[config.mk]
export PLATFORM = sky130hd
export DESIGN_NAME = lottery_switch_arb
export DESIGN_NICKNAME = d
export VERILOG_FILES = /design/src/rtl/lottery_switch_arb.sv
export SDC_FILE = /design/constraint.sdc
export NUM_CORES = 2
export LEC_CHECK = 0
export BUFFER_PORTS_ARGS = -buffer_cell sky130_fd_sc_hd__buf_2
export CAP_MARGIN = 30
export CELL_PAD_IN_SITES_DETAIL_PLACEMENT = 0
export CELL_PAD_IN_SITES_GLOBAL_PLACEMENT = 1
export CORE_AREA = 5 5 457 459
export DETAILED_ROUTE_END_ITERATION = 6
export DIE_AREA = 0 0 462 464
export PLACE_DENSITY = 0.74
export SYNTH_ARGS = -nofsm -noshare
export SYNTH_HDL_FRONTEND = slang
export SYNTH_SLANG_ARGS = --single-unit
[constraint.sdc]
create_clock -name clk -period 106.9 [get_ports clk]
set_input_delay 10.69 -clock clk [delete_from_list [all_inputs] [get_ports clk]]
set_output_delay 10.69 -clock clk [all_outputs]
set_load 0.01 [all_outputs]
[src/rtl/lottery_switch_arb.sv]
module lottery_switch_arb #(
  parameter int NPORT = 5,
  parameter int NVC   = 4,
  parameter int TW    = 4
) (
  input  logic                          clk,
  input  logic                          rst_n,
  input  logic                          flit_mode,
  input  logic [NPORT*NVC-1:0]          flit_req,
  input  logic [NPORT*NVC-1:0]          flit_hdr,
  input  logic [NPORT*NVC-1:0]          vc_owned,
  input  logic [NPORT*NVC*$clog2(NPORT)-1:0] dest,
  input  logic [NPORT*NVC*TW-1:0]       tix,
  output logic [NPORT-1:0]              gnt_ok,
  output logic [NPORT*$clog2(NVC)-1:0]  gnt_vc,
  output logic [NPORT*NPORT-1:0]        xbar_sel
);
  localparam int VW = $clog2(NVC);
  localparam int PW = $clog2(NPORT);
  localparam int NREQ = NPORT*NVC;
  localparam logic [15:0] SEED = 16'hACE1;

  logic [15:0] lfsr;
  logic [15:0] swp;
  logic [NREQ-1:0] elig;

  assign swp  = {lfsr[7:0], lfsr[15:8]};
  assign elig = flit_mode ? (flit_req & ~flit_hdr & vc_owned) : (flit_req & flit_hdr);

  logic [15:0]   tot1 [NPORT];
  logic [15:0]   run1 [NPORT];
  logic [15:0]   drw1 [NPORT];
  logic          w1_ok  [NPORT];
  logic [VW-1:0] w1_vc  [NPORT];
  logic [TW-1:0] w1_tk  [NPORT];
  logic [PW-1:0] w1_dst [NPORT];

  always_comb begin
    for (int p = 0; p < NPORT; p++) begin
      tot1[p] = '0;
      for (int v = 0; v < NVC; v++)
        if (elig[p*NVC+v]) tot1[p] = tot1[p] + 16'(tix[(p*NVC+v)*TW +: TW]);
      drw1[p] = (tot1[p] == '0) ? '0 : lfsr % tot1[p];
      run1[p] = '0;
      w1_ok[p] = 1'b0;
      w1_vc[p] = '0;
      w1_tk[p] = '0;
      w1_dst[p] = '0;
      for (int v = 0; v < NVC; v++) begin
        if (elig[p*NVC+v]) begin
          run1[p] = run1[p] + 16'(tix[(p*NVC+v)*TW +: TW]);
          if (!w1_ok[p] && drw1[p] < run1[p]) begin
            w1_ok[p]  = 1'b1;
            w1_vc[p]  = VW'(v);
            w1_tk[p]  = tix[(p*NVC+v)*TW +: TW];
            w1_dst[p] = dest[(p*NVC+v)*PW +: PW];
          end
        end
      end
    end
  end

  logic [15:0]   tot2 [NPORT];
  logic [15:0]   run2 [NPORT];
  logic [15:0]   drw2 [NPORT];
  logic          w2_ok [NPORT];
  logic [PW-1:0] w2_in [NPORT];
  logic [NPORT*NPORT-1:0] xbar_d;
  logic [NPORT-1:0] gnt_d;
  logic [NPORT*VW-1:0] vc_d;

  always_comb begin
    for (int o = 0; o < NPORT; o++) begin
      tot2[o] = '0;
      for (int p = 0; p < NPORT; p++)
        if (w1_ok[p] && w1_dst[p] == PW'(o)) tot2[o] = tot2[o] + 16'(w1_tk[p]);
      drw2[o] = (tot2[o] == '0) ? '0 : swp % tot2[o];
      run2[o] = '0;
      w2_ok[o] = 1'b0;
      w2_in[o] = '0;
      for (int p = 0; p < NPORT; p++) begin
        if (w1_ok[p] && w1_dst[p] == PW'(o)) begin
          run2[o] = run2[o] + 16'(w1_tk[p]);
          if (!w2_ok[o] && drw2[o] < run2[o]) begin
            w2_ok[o] = 1'b1;
            w2_in[o] = PW'(p);
          end
        end
      end
    end
    gnt_d = '0;
    vc_d  = '0;
    for (int o = 0; o < NPORT; o++)
      for (int p = 0; p < NPORT; p++) begin
        xbar_d[o*NPORT+p] = w2_ok[o] && (w2_in[o] == PW'(p));
        if (xbar_d[o*NPORT+p]) begin
          gnt_d[p] = 1'b1;
          vc_d[p*VW +: VW] = w1_vc[p];
        end
      end
  end

  always_ff @(posedge clk or negedge rst_n) begin
    if (!rst_n) begin
      lfsr     <= SEED;
      gnt_ok   <= '0;
      gnt_vc   <= '0;
      xbar_sel <= '0;
    end else begin
      lfsr     <= {lfsr[14:0], lfsr[15] ^ lfsr[13] ^ lfsr[12] ^ lfsr[10]};
      gnt_ok   <= gnt_d;
      gnt_vc   <= vc_d;
      xbar_sel <= xbar_d;
    end
  end

  p_idle_no_grant_r7: assert property (@(posedge clk) disable iff (!rst_n)
    !(|flit_req) |=> !(|xbar_sel));

  for (genvar o = 0; o < NPORT; o++) begin : g_out
    p_out_onehot_r8: assert property (@(posedge clk) disable iff (!rst_n)
      $onehot0(xbar_sel[o*NPORT +: NPORT]));
  end

  for (genvar p = 0; p < NPORT; p++) begin : g_in
    p_vc_zero_r9: assert property (@(posedge clk) disable iff (!rst_n)
      !gnt_ok[p] |-> gnt_vc[p*VW +: VW] == '0);
    p_gnt_drives_r9: assert property (@(posedge clk) disable iff (!rst_n)
      gnt_ok[p] |-> $countones(xbar_sel & (NPORT*NPORT)'({NPORT{(NPORT)'(1) << p}})) == 1);
    for (genvar v = 0; v < NVC; v++) begin : g_vc
      p_pkt_elig_r5: assert property (@(posedge clk) disable iff (!rst_n)
        (gnt_ok[p] && gnt_vc[p*VW +: VW] == VW'(v) && !$past(flit_mode))
          |-> ($past(flit_req[p*NVC+v]) && $past(flit_hdr[p*NVC+v])));
      p_flit_elig_r6: assert property (@(posedge clk) disable iff (!rst_n)
        (gnt_ok[p] && gnt_vc[p*VW +: VW] == VW'(v) && $past(flit_mode))
          |-> ($past(vc_owned[p*NVC+v]) && !$past(flit_hdr[p*NVC+v])));
      p_nonzero_tix_r7: assert property (@(posedge clk) disable iff (!rst_n)
        (gnt_ok[p] && gnt_vc[p*VW +: VW] == VW'(v)) |-> $past(tix[(p*NVC+v)*TW +: TW]) != '0);
      p_dest_match_r4: assert property (@(posedge clk) disable iff (!rst_n)
        (gnt_ok[p] && gnt_vc[p*VW +: VW] == VW'(v))
          |-> xbar_sel[int'($past(dest[(p*NVC+v)*PW +: PW]))*NPORT + p]);
    end
  end
endmodule

==> qor.txt <==
outcome: finished, final reports clean
Synth Flop Type: dfrtp_1
Hold Slack: 0.634 ns
CTS Buffer Depth: 2
Die Height: 464 microns
first-pass GRT wire length: 488 mm
CP Max Fanout: 46
Max Cap Violations: 0
vias per cell: 6.34
Yosys warning count: 0
Synth Cell Area: 0.0814 sq mm
Chip Width: 462 microns
num rows: 166
CP required: 107.20 ns
distinct cell type count of the synthesized netlist: 197
antenna-violating nets left: 0
slowest cell delay on critical path: 0.74 ns
Async S/R FF share, synth: 100%
fillers: 20975
post-DR wirelength/cell: 23.0 microns
Area contributors post-synth: ha_1 20%, nor2_1 5.1%, o21a_1 4.9%, a21oi_1 4.2%, mux2_2 4.0%
Worst-Skew Late Latency: 0.37 ns
TritonRoute pass-1 iters: 6
# IOs: 243
Num CTS Buffers: 5
share of post-route cells with drive strength above 1: 12.8%
endpoints failing setup: 0
cell taking the most area after synthesis: ha_1
Tcrit/Tclk final: 94.1%
CTS Sinks: 56
worst-case clock skew: 0.0167 ns
Post-synth EDFFs: 0
1st-iter DRT viols: 7867
CP Class: in2reg
CTS Root Cell: clkbuf_16
Final Max Slew Viols: 0
Synth top cells by count: 1311 x ha_1, 1099 x nor2_1, 849 x nand2_1
clk slew on worst S/H paths: 0.10 ns
DIE AREA: 0.214 sq mm
vias in the first global route: 83336
Slew Limit Headroom: 25.0%
pin count of the biggest net entering global routing: 50
PortBufs: 242
most frequent CP cell: o21a_1
GRT Residual Overflow: 0
GPL Wtd Cong: 0.982
Fin. Hold Viols: 0
Yosys reg bits: 56
most common cell in the netlist: ha_1
drt total wl: 324 mm
Hold WC Path Type: reg2reg
Worst Setup End Kind: register
area share of the largest cell type after synthesis: 20.2%
maximum clock rate: 9.94 MHz
post-DP HPWL: 267 mm
sequential area share after synthesis: 1.73%
syn avg cell area: 7.25 sq um
Crit-path slowest cell: nor3b_2
gr usage total: 28.4%
H-tree depth: 2
CTS tree: done
core area: 0.204 sq mm
vias: 89381
DRC viols: 0
Starting Density: 39.9%
CP arrival: 100.86 ns
initial antenna violation count: 48
Critical Path Source Type: input port
worst slew pin tran: 1.12 ns
Nets: 12925
Final Critical Period: 100.56 ns
Post-Synthesis Cells: 11217
P&R area growth vs syn: 6.51%
## critical path: cells and delay by family
kind / cells / cell delay, ns
buffers and inverters: 16 / 2.41
muxes: 11 / 3.48
xor gates and xnor gates: 3 / 1.10
adders and majority gates: 39 / 13.00
AOI/OAI and AO/OA: 208 / 45.35
and+or+nand+nor: 105 / 24.56
## flip-flops by register name, summed over array words and instances, names as in the netlist
name      cells
xbar_sel     25
gnt_vc       10
lfsr         16
gnt_ok        5
## metrics by stage
stage               util, %  setup TNS, ns  cells  area (sq um)  setup WS [ns]
finish                 42.5              0  14092         86700           6.34
global route           42.5         -0.627  14079         86600         -0.100
CTS                    42.1              0  14007         85900          0.909
detailed placement     42.0              0  13999         85700          0.970
global placement       42.0              0  13992         85700           1.49
floorplan                 -              0  11266         81500          17.91
## placed cells by master (no fill, tap or decap), drive strengths merged, types with 40 or more instances in the layout
| cell | instances |
|---|---|
| o21bai | 48 |
| o21ai | 591 |
| nand2b | 178 |
| or3 | 157 |
| a21boi | 45 |
| o31a | 48 |
| and2 | 136 |
| nor2 | 1106 |
| a31oi | 139 |
| inv | 390 |
| xor2 | 212 |
| conb | 50 |
| xnor2 | 311 |
| nand3 | 284 |
| or4 | 42 |
| a211o | 49 |
| nor2b | 182 |
| o21a | 535 |
| buf | 467 |
| or2 | 112 |
| fa | 45 |
| nor3 | 621 |
| a21o | 344 |
| and3 | 118 |
| nor4 | 97 |
| a21oi | 698 |
| nand4 | 153 |
| o22ai | 48 |
| a211oi | 158 |
| o211ai | 122 |
| a31o | 49 |
| o31ai | 231 |
| dfrtp | 48 |
| mux2i | 210 |
| a22oi | 47 |
| and4 | 40 |
| nand2 | 856 |
| mux2 | 301 |
| ha | 1311 |
## cell type report
class	instances	area, sq um	area share [%]
Inverter	393	1480	1.71
Timing Repair Buffer	468	2920	3.37
Clock buffer	5	125	0.144
Sequential cell	56	1420	1.64
Antenna cell	37	92.6	0.107
Clock inverter	3	27.5	0.0318
Multi-Input combinational cell	10442	77200	89.1
Tap cell	2688	3360	3.88
## path summary, 6_finish.rpt
kind | end | cells past startpoint | startpoint | slack (ns)
max in group asynchronous | lfsr[4] | 2 | rst_n | 95.61
worst min-delay path | lfsr[10] | 1 | lfsr[9] | 0.63
worst max register to register | gnt_vc[4] | 367 | lfsr[15] | 20.59
min in group asynchronous | gnt_ok[2] | 1 | rst_n | 10.16
worst min register to register | lfsr[10] | 1 | lfsr[9] | 0.63
worst max-delay path | gnt_vc[4] | 382 | flit_mode | 6.34
## layer usage
| metal | vias up | wire (microns) | part of all wire, % | track usage [%] |
|---|---|---|---|---|
| li1 | 43273 | - | - | - |
| met4 | 12 | 18200 | 5.6 | 14.5 |
| met5 | - | 80 | 0.025 | 0 |
| met3 | 536 | 19700 | 6.1 | 2.80 |
| met2 | 2947 | 143000 | 44 | 46.0 |
| met1 | 42613 | 142000 | 44 | 37.4 |
## timing repair
| action | CTS | global route |
|---|---|---|
| setup buffers | 0 | 47 |
| resized for setup | 0 | 76 |
| endpoints found under the hold margin | 0 | 0 |
| hold buffers | 0 | 0 |
| endpoints found under the setup margin | 0 | 40 |
## cell families (layout without fill, tap and decap cells)
family / count (synthesis) / count (layout) / synth area share [%]
compound gates: 3702 / 3702 / 32.7
xor+xnor: 527 / 527 / 5.82
fa+ha+maj: 1361 / 1361 / 21.3
buf+inv: 768 / 869 / 4.14
flops: 56 / 56 / 1.73
mux: 511 / 511 / 6.94
other cells: 1 / 87 / 0.00461
simple gates: 4291 / 4291 / 27.3
Power is not shown: default switching activity piles up to over one toggle a cycle in this logic, so the estimate is an artifact.
